**config.mk**
```make
export PLATFORM = sky130hd
export DESIGN_NAME = amo_unit
export DESIGN_NICKNAME = d
export VERILOG_FILES = /design/src/rtl/amo_pkg.sv /design/src/rtl/amo_alu.sv /design/src/rtl/amo_resv.sv /design/src/rtl/amo_seq.sv /design/src/rtl/amo_unit.sv
export SDC_FILE = /design/constraint.sdc
export NUM_CORES = 1
export LEC_CHECK = 0
export BUFFER_PORTS_ARGS = -buffer_cell sky130_fd_sc_hd__buf_2
export CORE_MARGIN = 2
export CORE_UTILIZATION = 40
export DETAILED_ROUTE_END_ITERATION = 10
export REMOVE_ABC_BUFFERS = 1
export SYNTH_ARGS = -nofsm -noshare
export SYNTH_HDL_FRONTEND = slang
export SYNTH_HIERARCHICAL = 1
export SYNTH_SLANG_ARGS = --single-unit
```
**constraint.sdc**
```tcl
create_clock -name clk -period 3.5 [get_ports clk]
set_input_delay 0.175 -clock clk [delete_from_list [all_inputs] [get_ports clk]]
set_output_delay 0.175 -clock clk [all_outputs]
set_load 0.03 [all_outputs]
```
**src/rtl/amo_pkg.sv**
```systemverilog
package amo_pkg;

  localparam int OP_W    = 4;
  localparam int CAUSE_W = 4;

  localparam logic [OP_W-1:0] OP_LR   = 4'd0;
  localparam logic [OP_W-1:0] OP_SC   = 4'd1;
  localparam logic [OP_W-1:0] OP_SWAP = 4'd2;
  localparam logic [OP_W-1:0] OP_ADD  = 4'd3;
  localparam logic [OP_W-1:0] OP_XOR  = 4'd4;
  localparam logic [OP_W-1:0] OP_AND  = 4'd5;
  localparam logic [OP_W-1:0] OP_OR   = 4'd6;
  localparam logic [OP_W-1:0] OP_MIN  = 4'd7;
  localparam logic [OP_W-1:0] OP_MAX  = 4'd8;
  localparam logic [OP_W-1:0] OP_MINU = 4'd9;
  localparam logic [OP_W-1:0] OP_MAXU = 4'd10;

  localparam logic [CAUSE_W-1:0] CAUSE_ILLEGAL  = 4'd2;
  localparam logic [CAUSE_W-1:0] CAUSE_LD_ALIGN = 4'd4;
  localparam logic [CAUSE_W-1:0] CAUSE_LD_FAULT = 4'd5;
  localparam logic [CAUSE_W-1:0] CAUSE_ST_ALIGN = 4'd6;
  localparam logic [CAUSE_W-1:0] CAUSE_ST_FAULT = 4'd7;

  typedef enum logic [1:0] {
    S_IDLE  = 2'd0,
    S_READ  = 2'd1,
    S_WRITE = 2'd2,
    S_DONE  = 2'd3
  } seq_state_e;

endpackage

```
**src/rtl/amo_alu.sv**
```systemverilog
module amo_alu
  import amo_pkg::*;
#(
  parameter int DATA_W = 32
) (
  input  logic [OP_W-1:0]   op_i,
  input  logic [DATA_W-1:0] old_i,
  input  logic [DATA_W-1:0] opnd_i,
  output logic [DATA_W-1:0] new_o
);

  logic lt_signed;
  logic lt_unsigned;

  always_comb begin
    lt_signed   = $signed(old_i) < $signed(opnd_i);
    lt_unsigned = old_i < opnd_i;
  end

  always_comb begin
    case (op_i)
      OP_ADD:  new_o = old_i + opnd_i;
      OP_XOR:  new_o = old_i ^ opnd_i;
      OP_AND:  new_o = old_i & opnd_i;
      OP_OR:   new_o = old_i | opnd_i;
      OP_MIN:  new_o = lt_signed   ? old_i  : opnd_i;
      OP_MAX:  new_o = lt_signed   ? opnd_i : old_i;
      OP_MINU: new_o = lt_unsigned ? old_i  : opnd_i;
      OP_MAXU: new_o = lt_unsigned ? opnd_i : old_i;
      default: new_o = opnd_i;
    endcase
  end

endmodule

```
**src/rtl/amo_resv.sv**
```systemverilog
module amo_resv (
  input  logic clk,
  input  logic rst_n,
  input  logic set_i,
  input  logic clr_i,
  output logic valid_o
);

  logic valid_q;
  logic valid_n;
  logic valid_en;

  always_comb begin
    valid_en = set_i | clr_i;
    valid_n  = set_i & ~clr_i;
  end

  always_ff @(posedge clk or negedge rst_n) begin
    if (!rst_n) begin
      valid_q <= 1'b0;
    end else if (valid_en) begin
      valid_q <= valid_n;
    end
  end

  assign valid_o = valid_q;

  // a clear request always leaves the flag low on the next cycle
  a_r11_clear_wins: assert property (@(posedge clk) disable iff (!rst_n)
    clr_i |=> !valid_q);

  // a set without a clear leaves the flag high on the next cycle
  a_r2_set_takes: assert property (@(posedge clk) disable iff (!rst_n)
    (set_i && !clr_i) |=> valid_q);

endmodule

```
**src/rtl/amo_seq.sv**
```systemverilog
module amo_seq
  import amo_pkg::*;
#(
  parameter int ADDR_W = 32,
  parameter int DATA_W = 32
) (
  input  logic               clk,
  input  logic               rst_n,
  input  logic               req_valid_i,
  input  logic [OP_W-1:0]    req_op_i,
  input  logic [ADDR_W-1:0]  req_addr_i,
  input  logic [DATA_W-1:0]  req_data_i,
  output logic               busy_o,
  output logic               mem_req_o,
  output logic               mem_we_o,
  output logic               mem_lock_o,
  output logic [ADDR_W-1:0]  mem_addr_o,
  output logic [DATA_W-1:0]  mem_wdata_o,
  input  logic               mem_ack_i,
  input  logic               mem_err_i,
  input  logic [DATA_W-1:0]  mem_rdata_i,
  input  logic               resv_i,
  output logic               resv_set_o,
  output logic               resv_clr_o,
  output logic [OP_W-1:0]    alu_op_o,
  output logic [DATA_W-1:0]  alu_old_o,
  output logic [DATA_W-1:0]  alu_opnd_o,
  input  logic [DATA_W-1:0]  alu_new_i,
  output logic               rsp_valid_o,
  output logic               rsp_rd_we_o,
  output logic [DATA_W-1:0]  rsp_rd_data_o,
  output logic               rsp_exc_o,
  output logic [CAUSE_W-1:0] rsp_cause_o
);

  localparam int OFF_W = $clog2(DATA_W / 8);
  localparam logic [DATA_W-1:0] SC_PASS = '0;
  localparam logic [DATA_W-1:0] SC_MISS = {{(DATA_W-1){1'b0}}, 1'b1};

  seq_state_e         state_q, state_n;
  logic [OP_W-1:0]    op_q, op_n;
  logic [ADDR_W-1:0]  addr_q, addr_n;
  logic [DATA_W-1:0]  opnd_q, opnd_n;
  logic [DATA_W-1:0]  old_q, old_n;
  logic [DATA_W-1:0]  rd_q, rd_n;
  logic               rd_we_q, rd_we_n;
  logic               exc_q, exc_n;
  logic [CAUSE_W-1:0] cause_q, cause_n;
  logic               ld_req;

  logic req_lr, req_sc, req_legal, req_misal;
  logic cur_lr, cur_sc;

  always_comb begin
    req_lr    = (req_op_i == OP_LR);
    req_sc    = (req_op_i == OP_SC);
    req_legal = (req_op_i <= OP_MAXU);
    req_misal = |req_addr_i[OFF_W-1:0];
    cur_lr    = (op_q == OP_LR);
    cur_sc    = (op_q == OP_SC);
  end

  always_comb begin
    state_n     = state_q;
    op_n        = op_q;
    addr_n      = addr_q;
    opnd_n      = opnd_q;
    old_n       = old_q;
    rd_n        = rd_q;
    rd_we_n     = rd_we_q;
    exc_n       = exc_q;
    cause_n     = cause_q;
    ld_req      = 1'b0;
    mem_req_o   = 1'b0;
    mem_we_o    = 1'b0;
    mem_wdata_o = cur_sc ? opnd_q : alu_new_i;
    resv_set_o  = 1'b0;
    resv_clr_o  = 1'b0;
    case (state_q)
      S_IDLE: begin
        if (req_valid_i) begin
          ld_req  = 1'b1;
          op_n    = req_op_i;
          addr_n  = req_addr_i;
          opnd_n  = req_data_i;
          rd_n    = '0;
          rd_we_n = 1'b0;
          exc_n   = 1'b0;
          cause_n = '0;
          if (!req_legal) begin
            exc_n      = 1'b1;
            cause_n    = CAUSE_ILLEGAL;
            resv_clr_o = 1'b1;
            state_n    = S_DONE;
          end else if (req_misal) begin
            exc_n      = 1'b1;
            cause_n    = req_lr ? CAUSE_LD_ALIGN : CAUSE_ST_ALIGN;
            resv_clr_o = 1'b1;
            state_n    = S_DONE;
          end else if (req_sc) begin
            if (resv_i) begin
              resv_clr_o = 1'b1;
              state_n    = S_WRITE;
            end else begin
              rd_n    = SC_MISS;
              rd_we_n = 1'b1;
              state_n = S_DONE;
            end
          end else begin
            state_n = S_READ;
          end
        end
      end
      S_READ: begin
        mem_req_o = 1'b1;
        if (mem_ack_i) begin
          if (mem_err_i) begin
            exc_n      = 1'b1;
            cause_n    = cur_lr ? CAUSE_LD_FAULT : CAUSE_ST_FAULT;
            resv_clr_o = 1'b1;
            state_n    = S_DONE;
          end else if (cur_lr) begin
            rd_n       = mem_rdata_i;
            rd_we_n    = 1'b1;
            resv_set_o = 1'b1;
            state_n    = S_DONE;
          end else begin
            old_n   = mem_rdata_i;
            state_n = S_WRITE;
          end
        end
      end
      S_WRITE: begin
        mem_req_o = 1'b1;
        mem_we_o  = 1'b1;
        if (mem_ack_i) begin
          if (mem_err_i) begin
            exc_n      = 1'b1;
            cause_n    = CAUSE_ST_FAULT;
            rd_we_n    = 1'b0;
            resv_clr_o = 1'b1;
          end else begin
            rd_n    = cur_sc ? SC_PASS : old_q;
            rd_we_n = 1'b1;
          end
          state_n = S_DONE;
        end
      end
      default: begin
        state_n = S_IDLE;
      end
    endcase
  end

  always_ff @(posedge clk or negedge rst_n) begin
    if (!rst_n) begin
      state_q <= S_IDLE;
      rd_we_q <= 1'b0;
      exc_q   <= 1'b0;
      cause_q <= '0;
    end else begin
      state_q <= state_n;
      rd_we_q <= rd_we_n;
      exc_q   <= exc_n;
      cause_q <= cause_n;
    end
  end

  always_ff @(posedge clk or negedge rst_n) begin
    if (!rst_n) begin
      op_q   <= '0;
      addr_q <= '0;
      opnd_q <= '0;
    end else if (ld_req) begin
      op_q   <= op_n;
      addr_q <= addr_n;
      opnd_q <= opnd_n;
    end
  end

  always_ff @(posedge clk or negedge rst_n) begin
    if (!rst_n) begin
      old_q <= '0;
      rd_q  <= '0;
    end else begin
      old_q <= old_n;
      rd_q  <= rd_n;
    end
  end

  always_comb begin
    busy_o        = (state_q != S_IDLE);
    mem_lock_o    = (state_q == S_READ) || (state_q == S_WRITE);
    mem_addr_o    = addr_q;
    alu_op_o      = op_q;
    alu_old_o     = old_q;
    alu_opnd_o    = opnd_q;
    rsp_valid_o   = (state_q == S_DONE);
    rsp_rd_we_o   = rd_we_q;
    rsp_rd_data_o = rd_q;
    rsp_exc_o     = exc_q;
    rsp_cause_o   = cause_q;
  end

  // a misaligned legal request ends straight away with an exception
  a_r1_misalign_no_access: assert property (@(posedge clk) disable iff (!rst_n)
    (state_q == S_IDLE && req_valid_i && req_legal && req_misal)
      |=> (state_q == S_DONE && exc_q && !rd_we_q));

  // store-conditional with no reservation returns 1 without touching memory
  a_r5_sc_miss: assert property (@(posedge clk) disable iff (!rst_n)
    (state_q == S_IDLE && req_valid_i && req_sc && !req_misal && !resv_i)
      |=> (state_q == S_DONE && rd_we_q && rd_q == SC_MISS));

  // the write of an AMO follows its clean read with the port still locked
  a_r10_lock_gap: assert property (@(posedge clk) disable iff (!rst_n)
    (state_q == S_READ && mem_ack_i && !mem_err_i && !cur_lr)
      |=> (mem_req_o && mem_we_o && mem_lock_o));

  // no reported exception carries an rd write
  a_r9_fault_no_rd: assert property (@(posedge clk) disable iff (!rst_n)
    (rsp_valid_o && rsp_exc_o) |-> !rsp_rd_we_o);

  // the response is a single-cycle pulse
  a_r14_single_pulse: assert property (@(posedge clk) disable iff (!rst_n)
    rsp_valid_o |=> !rsp_valid_o);

endmodule

```
**src/rtl/amo_unit.sv**
```systemverilog
module amo_unit
  import amo_pkg::*;
#(
  parameter int ADDR_W = 32,
  parameter int DATA_W = 32
) (
  input  logic               clk,
  input  logic               rst_n,
  input  logic               req_valid,
  input  logic [OP_W-1:0]    req_op,
  input  logic [ADDR_W-1:0]  req_addr,
  input  logic [DATA_W-1:0]  req_data,
  input  logic               trap_in,
  output logic               busy,
  output logic               mem_req,
  output logic               mem_we,
  output logic               mem_lock,
  output logic [ADDR_W-1:0]  mem_addr,
  output logic [DATA_W-1:0]  mem_wdata,
  input  logic               mem_ack,
  input  logic               mem_err,
  input  logic [DATA_W-1:0]  mem_rdata,
  output logic               rsp_valid,
  output logic               rsp_rd_we,
  output logic [DATA_W-1:0]  rsp_rd_data,
  output logic               rsp_exc,
  output logic [CAUSE_W-1:0] rsp_cause
);

  logic              resv_valid;
  logic              resv_set;
  logic              seq_clr;
  logic              resv_clr;
  logic [OP_W-1:0]   alu_op;
  logic [DATA_W-1:0] alu_old;
  logic [DATA_W-1:0] alu_opnd;
  logic [DATA_W-1:0] alu_new;

  assign resv_clr = seq_clr | trap_in;

  amo_seq #(
    .ADDR_W (ADDR_W),
    .DATA_W (DATA_W)
  ) u_seq (
    .clk           (clk),
    .rst_n         (rst_n),
    .req_valid_i   (req_valid),
    .req_op_i      (req_op),
    .req_addr_i    (req_addr),
    .req_data_i    (req_data),
    .busy_o        (busy),
    .mem_req_o     (mem_req),
    .mem_we_o      (mem_we),
    .mem_lock_o    (mem_lock),
    .mem_addr_o    (mem_addr),
    .mem_wdata_o   (mem_wdata),
    .mem_ack_i     (mem_ack),
    .mem_err_i     (mem_err),
    .mem_rdata_i   (mem_rdata),
    .resv_i        (resv_valid),
    .resv_set_o    (resv_set),
    .resv_clr_o    (seq_clr),
    .alu_op_o      (alu_op),
    .alu_old_o     (alu_old),
    .alu_opnd_o    (alu_opnd),
    .alu_new_i     (alu_new),
    .rsp_valid_o   (rsp_valid),
    .rsp_rd_we_o   (rsp_rd_we),
    .rsp_rd_data_o (rsp_rd_data),
    .rsp_exc_o     (rsp_exc),
    .rsp_cause_o   (rsp_cause)
  );

  amo_alu #(
    .DATA_W (DATA_W)
  ) u_alu (
    .op_i   (alu_op),
    .old_i  (alu_old),
    .opnd_i (alu_opnd),
    .new_o  (alu_new)
  );

  amo_resv u_resv (
    .clk     (clk),
    .rst_n   (rst_n),
    .set_i   (resv_set),
    .clr_i   (resv_clr),
    .valid_o (resv_valid)
  );

  // while an exception response is shown, the reservation is gone
  a_r11_exc_clears: assert property (@(posedge clk) disable iff (!rst_n)
    (rsp_valid && rsp_exc) |-> !resv_valid);

  // a trap pulse leaves no reservation behind
  a_r11_trap_clears: assert property (@(posedge clk) disable iff (!rst_n)
    trap_in |=> !resv_valid);

  // every memory request is made under lock
  a_r10_req_locked: assert property (@(posedge clk) disable iff (!rst_n)
    mem_req |-> mem_lock);

endmodule

```
Word level (Yosys, flattened, before mapping). Index checks and enable logic that the tools add are counted.

Order comparisons: 3. Equal/unequal tests: 23. Bitwise logic cells: 9. Reductions and logical operators: 16. Add/subtract/negate cells: 1. Multiplexer cells: 71.

Operator list (number): 2-to-1 mux 32 bit (15); case mux 32 bit (8 select lines) (1); case mux 32 bit (3 select lines) (1); < comparator 32 bit (2); 2-to-1 mux 1 bit (33); adder 32 bit (1); bitwise AND 32 bit (1); OR 32 bit (1); XOR 32 bit (1); 2-to-1 mux 4 bit (7); 2-to-1 mux 2 bit (9); == test 4 x 3 -> 1 bit (second input constant) (4); != test 2 bit (second input constant) (7); == test 4 bit (second input constant) (3); case mux 4 bit (3 select lines) (1); AND reduction 6 bit (2); == test 4 x 1 -> 1 bit (second input constant) (2); zero test 4 bit (2); AND reduction 4 bit (2); AND reduction 7 bit (1); != test 2 x 1 -> 1 bit (second input constant) (3); case mux 2 bit (3 select lines) (1); AND reduction 3 bit (2); == test 2 bit (second input constant) (2); 13 further kinds (19).

Register bits after elaboration: 141. Word-level logic and storage cells: 133. Output and inout port bits: 107.

Logic depth before layout (Yosys ltp). Gate-level depths: netlist of the first run.

Depth after elaboration: 9. Gate-level depth with buffers: 15.

By module. Netlist of the first run, hierarchy kept.

Modules (own cells, without submodules): amo_seq (area each 6090.8 um2, sequential area each 3478.3 um2, instances 1, cells each 462); amo_alu (area each 4799.6 um2, sequential area each 0.0 um2, instances 1, cells each 734); amo_resv (area each 35.0 um2, sequential area each 25.0 um2, instances 1, cells each 2); amo_unit (area each 6.3 um2, sequential area each 0.0 um2, instances 1, cells each 1).

Worst setup path after synthesis of the first run. OpenSTA, ideal clock, no wires.

Kind: register to output. From: reg u_seq.old_q[6], in the netlist u_seq/alu_old_o[6]. To: out mem_wdata[29]. Path buffers: 2. Slack: 0.165 ns. Cell stages (with the launch flop): 14. Arrival: 3.160 ns. Cell sequence: dfrtp_1 > inv_1 > ha_1 > buf_2 > or4_1 > a211oi_2 > o311ai_1 > nand3_2 > mux2i_1 > nand2_1 > buf_6 > a2111oi_4 > o22ai_1 > mux2_2.

Longest elaborated chain between the ends: 4. Elaborated cells between the ends (all ways): 9.

RTL lines: start: declaration (line amo_seq.sv:44) `logic [DATA_W-1:0] old_q, old_n;`; start signal: assignment (line amo_seq.sv:186) `old_q <= old_n;`; < comparator 32 bit (on tied branches) (line amo_alu.sv:17, amo_alu.sv:16); 2-to-1 mux 32 bit (on tied branches); case mux 32 bit (8 select lines) (*) (line amo_alu.sv:21) `case (op_i)`; via alu_new[29] (line amo_unit.sv:37) `logic [DATA_W-1:0] alu_new;`; 2-to-1 mux 32 bit (*) (line amo_seq.sv:76) `mem_wdata_o = cur_sc ? opnd_q : alu_new_i;`; end: declaration (line amo_unit.sv:19) `output logic [DATA_W-1:0] mem_wdata,`.

Mark *: on every way through the listed nets, which the timed path passes. The rest lies on a longest branch.

Worst setup path in the final report of the first run.
From: reg u_seq.opnd_q[15], in the netlist u_seq/alu_opnd_o[15]. To: out mem_wdata[18].

Longest elaborated chain between the ends: 4. Elaborated cells between the ends (all ways): 9.

RTL lines: start: declaration (line amo_seq.sv:43) `logic [DATA_W-1:0] opnd_q, opnd_n;`; start signal: assignment (line amo_seq.sv:177) `opnd_q <= opnd_n;`; < comparator 32 bit (on tied branches) (line amo_alu.sv:17, amo_alu.sv:16); 2-to-1 mux 32 bit (on tied branches); case mux 32 bit (8 select lines) (*) (line amo_alu.sv:21); via alu_new[18] (line amo_unit.sv:37); 2-to-1 mux 32 bit (*) (line amo_seq.sv:76).

Marks and branches as above.

==> impl_metrics.csv, run 1 <==
group,metric,value,unit
status,outcome,"complete, but fails checks",
status,violations,"negative setup slack",
final_layout,utilization,0.602,
sta,fin_worst_skew,18.5,ps
placed_design,io_buffers,211,
sta,tightest_slew,1250,ps
drt,wl_per_cell,18.9,um
flow_run,max_cap_viol_count,0,
yosys,synth_area_leaders,"dfrtp_1 32%, mux2_2 14%, ha_1 11%",
floorplanning,core-area,26900,um2
drt,drc,0,
drt,wl,38300,um
grt,grt_usage,0.265,
sta,setup_violations,32,
critical_path,crit_type,"reg -> out",
cts,htreeDepth,4,
critical_path,cp-start-kind,"register",
cts,cts_buffers,17,
final_layout,multi_input_area,7410,um2
grt,grt_pass1_vias,11500,
final_layout,area_growth,48.0,%
floorplanning,io_pins,213,
sta,fin_crit,4030,ps
floorplanning,die-area,28700,um2
yosys,synthFlopType,"dfrtp_1",
sta,final.setup.worst_slack,-529,ps
drt,vias,11200,
yosys,synth.avg_cell_area,9.12,um2
drt,drt_pre_antenna_iters,7,
yosys,synthArstFlopShare,1.00,
yosys,yosysSeqAreaShare,0.320,
grt,antenna_found_initial,0,
sta,report.final.slew_viol_count,0,
placed_design,place_congestion,0.956,
yosys,yosysWarnings,6,
critical_path,worstPathRequired,3320,ps
cts,clk_latency,440,ps
grt,grt_overflow,0,
cts,clkSinkCount,140,
drt,drt-initial-drc-count,771,
floorplanning,die_w,169,um
critical_path,critical_path.max_fanout,5,
cts,cts_tree,"yes",
final_layout,drive_gt1_frac,0.417,
final_layout,final_nets,1882,
critical_path,cp-end-kind,"output port",
floorplanning,rows,60,
sta,fmax,0.248,GHz
yosys,syn_inst,1199,
floorplanning,die_h,169,um
hold_path,min_path_type,"in -> reg",
grt,grt_pass1_wl,60100,um
sta,final_hold_viol_count,0,
sta,post-route-period-util,1.15,
final_layout,mostFrequentLayoutCells,"221 x buf_4, 182 x buf_2, 139 x dfrtp_1",
grt,grt_max_degree,68,
yosys,synth-seq-cells,140,
yosys,yosysTopAreaCell,"dfrtp_1",
cts,path_clk_slew,70,ps
drt,drtAntennaViolNets,0,
final_layout,final_common_cell,"buf_4",
sta,rsz0062_at_grt,"true",
cts,clock_path_buffers,2,
drt,avgViaCountPerCell,5.52,
yosys,syn-cell-area,10900,um2
final_layout,diodes,0,
cts,cts_root_buffer,"clkbuf_16",
yosys,yosysTopAreaCellShare,0.320,
final_layout,fillers,2314,
sta,relSlewSlack,0.161,
placed_design,dp_hpwl,26800,um
yosys,synth.distinct_cells,79,
floorplanning,initial_core_util,0.407,
critical_path,arrival,3850,ps
final_layout,regArea,3500,um2
yosys,synth-edff-count,0,
==> final timing paths <==
path                       cells past startpoint                                  end                                 from  slack [ps]
min in group asynchronous                      2  u_seq/rsp_rd_data_o[18]$_DFFE_PN0P_                                rst_n         340
setup reg to reg                               6  u_seq/rsp_rd_data_o[30]$_DFFE_PN0P_        u_seq/alu_op_o[3]$_DFFE_PN0P_         560
hold reg to reg                                2  u_seq/rsp_rd_data_o[19]$_DFFE_PN0P_  u_seq/rsp_rd_data_o[19]$_DFFE_PN0P_         480
hold / removal                                 2      u_seq/alu_opnd_o[8]$_DFFE_PN0P_                          req_data[8]          30
setup / recovery                              18                        mem_wdata[18]     u_seq/alu_opnd_o[15]$_DFFE_PN0P_        -530
max in group asynchronous                      3     u_seq/mem_addr_o[18]$_DFFE_PN0P_                                rst_n        2320
==> timing repair <==
item | 4_1_cts | 5_1_grt
hold endpoints to repair | 155 | 0
pin swaps | 32 | 34
setup endpoints to repair | 32 | 32
gates cloned | 1 | 1
buffers inserted | 13 | 7
gates resized for setup | 132 | 66
hold buffers | 92 | 0
==> synthesized netlist by cell type, drive strengths merged, types with 4 or more instances <==
cell and instances:
a21oi 70, a222oi 15, xor2 7, o21ai 126, a221o 6, a31oi 11
nand3 17, o221ai 7, o211ai 5, o311ai 4, nor3 13, o31ai 9
o21a 4, dfrtp 140, a211o 5, nor4 11, nand4 8, o21bai 8
inv 89, buf 36, a21o 13, mux2i 4, xnor2 12, mux2 135
nand2 108, nand2b 9, o32ai 4, clkbuf 40, o22ai 10, a21boi 7
a221oi 5, ha 100, nor2 52, nor2b 13, and3 4, a211oi 19
a22oi 37
==> through the flow <==
step | hold slack [ps] | setup WS [ps] | std cells | cell area [um2] | TNS (ps)
2_1_floorplan | -121 | -996 | 1123 | 10600 | -34120
3_3_place_gp | 242 | -237 | 1884 | 13700 | -3220
3_5_place_dp | 243 | -284 | 1884 | 13700 | -5660
4_1_cts | 4.67 | -481 | 2022 | 15800 | -13180
5_1_grt | 11.7 | -720 | 2029 | 16200 | -19610
6_report | 25.5 | -529 | 2029 | 16200 | -14390
==> layer usage <==
metal / track usage / vias up / wire, um
li1: - / 5306 / -
met1: 0.333 / 5407 / 16500
met2: 0.469 / 415 / 18800
met3: 0.0443 / 63 / 2240
met4: 0.0725 / 0 / 756
met5: 0 / - / 0
==> worst max-delay path, stage by stage, from the launching register on <==
cell and delay (ps):
dfrtp_1 350, inv_1 100, ha_4 300, buf_4 110, nor2_1 50, o21ai_2 80
o2111ai_2 160, buf_4 180, o311ai_4 330, buf_4 180, a31oi_2 100, o21ai_2 170
nand3_2 110, buf_6 160, buf_4 150, a222oi_1 340, o21ai_1 120, mux2_4 290
buf_6 140
==> flip-flops by register name, summed over array words and instances (netlist names) <==
signal and count:
u_seq/rsp_rd_data_o 32, u_seq/rsp_cause_o 3, u_seq/rsp_exc_o 1, u_seq/mem_addr_o 32, u_seq/alu_opnd_o 32, u_seq/rsp_rd_we_o 1, u_seq/state_q 2, u_seq/alu_op_o 4
u_resv/valid_o 1, u_seq/alu_old_o 32
==> cells by family (layout without fill, tap and decap cells) <==
kind of cell,after synthesis,after routing,share of synthesized area
DFF,140,140,0.320
xor gates and xnor gates,19,19,0.0152
other,1,1,0.000343
AOI/OAI and AO/OA,385,385,0.234
adders and majority gates,101,101,0.116
and+or+nand+nor,249,249,0.107
muxes,139,139,0.143
buffers and inverters,165,654,0.0639
==> final cells by class <==
cell class | count | area share
multi-input combinational | 894 | 0.458
timing repair buffer | 533 | 0.244
sequential | 140 | 0.217
clock buffer | 19 | 0.0268
tap | 341 | 0.0264
inverter | 89 | 0.0206
clock inverter | 13 | 0.00812
Power of run 1 is not shown: default switching activity piles up to over one toggle a cycle in this logic, so the estimate is an artifact.
==> run 2, diff against run 1 <==
- CORE_UTILIZATION: 40 -> 30
- PLACE_DENSITY: not set -> 0.48
==> impl_metrics.csv, run 2 (synthesis gave the netlist of run 1 again) <==
group,metric,value,unit
status,outcome,"complete, but fails checks",
status,violations,"negative setup slack",
grt,met3_usage,0.0413,
critical_path,cp-start-kind,"register",
sta,relSlewSlack,0.171,
critical_path,cp.depth,13,
sta,post-route-period-util,1.15,
critical_path,rr_endpoint,"u_seq/rsp_rd_data_o[8]$_DFFE_PN0P_",
critical_path,critical_path.max_fanout,6,
final_layout,final_area,16500,um2
critical_path,crit_slowest_cell,"o311ai_4",
sta,tightest_slew,1230,ps
grt,grt_use_met2,0.363,
critical_path,arrival,3850,ps
final_layout,drive_gt1_frac,0.416,
cts,clock_path_buffers,2,
critical_path,worstPathRequired,3320,ps
placed_design,io_buffers,211,
sta,fmax,0.248,GHz
final_layout,diodes,0,
grt,grt_max_degree,74,
final_layout,mostFrequentLayoutCells,"227 x buf_4, 182 x buf_2, 139 x dfrtp_1",
critical_path,reg2reg_depth,6,
drt,drc,0,
final_layout,utilization,0.461,
floorplanning,die_h,195,um
cts,cts_root_buffer,"clkbuf_16",
cts,cts_tree,"yes",
drt,wl_per_cell,18.5,um
critical_path,cp_cell_sequence,"buf_4 -> ha_1 -> o21a_1 -> o31a_1 -> o311ai_4 -> nand3_2 -> mux2i_2 -> nand2_2 -> buf_12 -> a221o_1 -> a211o_1 -> mux2_4 -> buf_6",
placed_design,dp_hpwl,29400,um
cts,clkSinkCount,140,
drt,wl,40000,um
critical_path,cp-end-kind,"output port",
final_layout,area_growth,50.8,%
critical_path,regToRegStartpoint,"u_seq/alu_op_o[0]$_DFFE_PN0P_",
critical_path,crit_family,"compound AO/OA/AOI/OAI gates",
floorplanning,rows,69,
drt,drtAntennaViolNets,0,
sta,rsz0062_at_grt,"true",
grt,grt_pass1_vias,11500,
drt,drt-initial-drc-count,687,
grt,grt_pass1_wl,64000,um
sta,final.setup.worst_slack,-527,ps
sta,timing.hold.ws,33.1,ps
critical_path,startpoint,"u_seq/alu_old_o[17]$_DFFE_PN0P_",
final_layout,final_nets,1894,
critical_path,r2r_setup_slack,760,ps
final_layout,final_common_cell,"buf_4",
grt,grt_usage,0.213,
grt,antenna_found_initial,0,
drt,drt_pre_antenna_iters,6,
final_layout,fillers,3559,
cts,htreeDepth,4,
floorplanning,die_w,195,um
sta,report.final.slew_viol_count,0,
floorplanning,initial_core_util,0.306,
critical_path,cp_num_buf_inv,3,
sta,fin_worst_skew,11.8,ps
grt,grt_overflow,0,
placed_design,dpl_cell_area,13900,um2
sta,setup_violations,32,
critical_path,max_stage_delay,420,ps
critical_path,crit_type,"reg -> out",
cts,cts_buffers,17,
critical_path,crit_end,"mem_wdata[23]",
sta,fin_crit,4030,ps
drt,vias,11000,
cts,path_clk_slew,60,ps
sta,final_hold_viol_count,0,
hold_path,min_path_type,"in -> reg",
sta,final.setup.tns,-13470,ps
grt,grtUsageMet1,0.280,
flow_run,max_cap_viol_count,0,
drt,avgViaCountPerCell,5.09,
grt,top_usage_layer,"met2",
cts,clk_latency,450,ps
floorplanning,die-area,38000,um2
floorplanning,core-area,35700,um2
floorplanning,io_pins,213,
placed_design,place_congestion,0.930,
==> run 2: cell types whose count changed in the layout (fill, tap and decap cells not counted), sizes merged <==
cell,delta
buf,+10
bufinv,+1
clkbuf,-2
dlygate4sd3,+5
inv,-2
==> run 2: final cells by class <==
type	instances	area [um2]	area share
multi-input cells	894	7400	0.449
repair buffers	545	4080	0.248
flip-flops and latches	140	3500	0.213
well taps	461	577	0.0350
clock buffers	20	457	0.0277
inverters	89	334	0.0203
clock inverters	12	136	0.00827
==> run 2: worst register-to-register path, delay by kind of cell, from the launching register on <==
kind	cells	cell delay, ps
AO/OA/AOI/OAI	2	260
flip-flops	1	400
AND/OR/NAND/NOR	2	1310
buffers and inverters	2	630
==> run 2: per-stage QoR <==
step           std cells  worst slack, ps
6_report            2161             -527
3_5_place_dp        2010             -373
3_3_place_gp        2010             -278
2_1_floorplan       1123             -996
4_1_cts             2155             -482
5_1_grt             2161             -666
==> run 2: layer usage <==
layer | wire length (um) | up-vias
li1 | - | 5333
met1 | 18300 | 5350
met2 | 19200 | 301
met3 | 1970 | 23
met4 | 509 | 0
met5 | 0 | -
==> run 2: worst min path at each step <==
stage                      startpoint                                   to  cells after the start
after floorplan                 rst_n           u_resv/valid_o$_DFFE_PN0P_                      0
after global placement          rst_n  u_seq/rsp_rd_data_o[19]$_DFFE_PN0P_                      1
after detailed placement        rst_n  u_seq/rsp_rd_data_o[19]$_DFFE_PN0P_                      1
after CTS                 req_data[8]      u_seq/alu_opnd_o[8]$_DFFE_PN0P_                      2
after global routing      req_data[8]      u_seq/alu_opnd_o[8]$_DFFE_PN0P_                      2
final                       req_op[1]        u_seq/alu_op_o[1]$_DFFE_PN0P_                      2
==> run 2: repair_timing <==
action                                 in CTS  in global routing
pin swaps                                  41                 24
gates resized for setup                   147                 52
buffers inserted                           16                  6
cloned                                      0                  0
hold buffers                               97                  0
setup endpoints to repair                  32                 32
endpoints found under the hold margin     168                  0
Power of run 2 is left out for the same reason.
==> run 3, diff against run 2 <==
- clock period: 3.5 -> 4.4 ns (I/O delays scaled with it)
==> impl_metrics.csv, run 3 (synthesis gave the netlist of run 1 again) <==
group,metric,value,unit
flow_run,max_cap_viol_count,0,
cts,clk_latency,450,ps
drt,drt_pre_antenna_iters,8,
sta,tightest_slew,1070,ps
sta,fmax,0.232,GHz
cts,path_clk_slew,60,ps
cts,clkSinkCount,140,
sta,post-route-period-util,0.980,
cts,clock_path_buffers,2,
grt,grt_pass1_vias,10300,
floorplanning,die_w,195,um
final_layout,drive_gt1_frac,0.337,
final_layout,area_growth,30.7,%
grt,grt_usage,0.200,
sta,relSlewSlack,0.284,
drt,drc,0,
placed_design,io_buffers,211,
sta,fin_crit,4310,ps
cts,cts_root_buffer,"clkbuf_16",
cts,htreeDepth,4,
drt,avgViaCountPerCell,5.24,
critical_path,critical_path.max_fanout,18,
floorplanning,initial_core_util,0.306,
final_layout,utilization,0.400,
floorplanning,core-area,35700,um2
sta,fin_worst_skew,11.5,ps
cts,cts_buffers,17,
placed_design,place_congestion,0.904,
final_layout,diodes,0,
critical_path,crit_type,"reg -> out",
placed_design,placed_cells,1837,
drt,wl,38200,um
sta,report.final.slew_viol_count,0,
final_layout,final_nets,1686,
critical_path,cp-end-kind,"output port",
grt,grt_max_degree,71,
drt,vias,10200,
sta,timing.hold.ws,25.6,ps
hold_path,min_path_type,"in -> reg",
critical_path,worstPathRequired,4180,ps
final_layout,mostFrequentLayoutCells,"211 x buf_2, 135 x mux2_2, 127 x dfrtp_1",
placed_design,dp_hpwl,26800,um
final_layout,fin_cells,1953,
drt,wl_per_cell,19.5,um
sta,setup_violations,0,
critical_path,arrival,4090,ps
final_layout,final_common_cell,"buf_2",
floorplanning,die_h,195,um
sta,rsz0062_at_grt,"true",
floorplanning,io_pins,213,
floorplanning,rows,69,
grt,antenna_found_initial,0,
cts,cts_tree,"yes",
status,outcome,"completed",
grt,grt_overflow,0,
grt,grt_pass1_wl,59200,um
drt,drtAntennaViolNets,0,
critical_path,cp-start-kind,"register",
sta,final_hold_viol_count,0,
floorplanning,die-area,38000,um2
drt,drt-initial-drc-count,657,
run 3: changes by cell type in the layout (fill, tap and decap cells not counted), moves of 23 or more:
cell / change
mux2_2: +23
buf_6: -30
buf_4: -176
dlygate4sd3_1: -27
mux2_4: -23
buf_2: +29
run 3: cell type report:
type	count	area (um2)
Fill cell	3702	21500
Multi-Input combinational cell	894	7040
Sequential cell	140	3520
Timing Repair Buffer	337	2220
Tap cell	461	577
Clock buffer	17	425
Inverter	89	334
Clock inverter	15	176
run 3: timing repair:
action / 4_1_cts / 5_1_grt
setup buffers: 3 / 11
pin swaps: 4 / 9
hold endpoints to repair: 130 / 0
setup endpoints to repair: 18 / 30
hold buffers: 70 / 0
gates resized for setup: 27 / 41
run 3: path summary, 6_finish.rpt:
| check | startpoint | end | slack (ps) | cells after the start |
|---|---|---|---|---|
| max | u_seq/alu_old_o[6]$_DFFE_PN0P_ | mem_wdata[23] | 90 | 15 |
| min | mem_rdata[17] | u_seq/alu_old_o[17]$_DFFE_PN0P_ | 30 | 2 |
| max reg2reg | u_seq/state_q[1]$_DFFE_PN0P_ | u_seq/alu_old_o[25]$_DFFE_PN0P_ | 1950 | 7 |
| min reg2reg | u_seq/rsp_rd_data_o[25]$_DFFE_PN0P_ | u_seq/rsp_rd_data_o[25]$_DFFE_PN0P_ | 480 | 2 |
| max in group asynchronous | rst_n | u_seq/alu_old_o[10]$_DFFE_PN0P_ | 3020 | 3 |
| min in group asynchronous | rst_n | u_seq/alu_old_o[19]$_DFFE_PN0P_ | 330 | 2 |
run 3: layer usage:
layer,track usage,vias to the layer above,share of wire
met1,0.261,4955,0.45
li1,-,4923,-
met2,0.333,317,0.47
met3,0.0484,35,0.059
met5,0,-,0
met4,0.0469,0,0.015
run 3: critical path, stage by stage (launching register included):
cell and delay (ps):
dfrtp_2 450, inv_1 120, ha_4 240, or4_1 540, a211oi_2 290, buf_4 170
o311ai_4 100, nand4_1 170, buf_4 130, a21o_1 120, nand2_1 90, buf_8 180
a221o_1 310, a211o_1 280, mux2_2 270, buf_2 180
run 3: metrics by stage:
stage | instance area, um2 | worst slack [ps] | setup TNS (ps)
after global placement | 12600 | 466 | 0
after detailed placement | 12600 | 360 | 0
after CTS | 14000 | 4.69 | 0
after global routing | 14300 | -92.8 | -733
after floorplan | 10600 | -96.0 | -96.0
final | 14300 | 88.2 | 0
Power of run 3 is left out for the same reason.
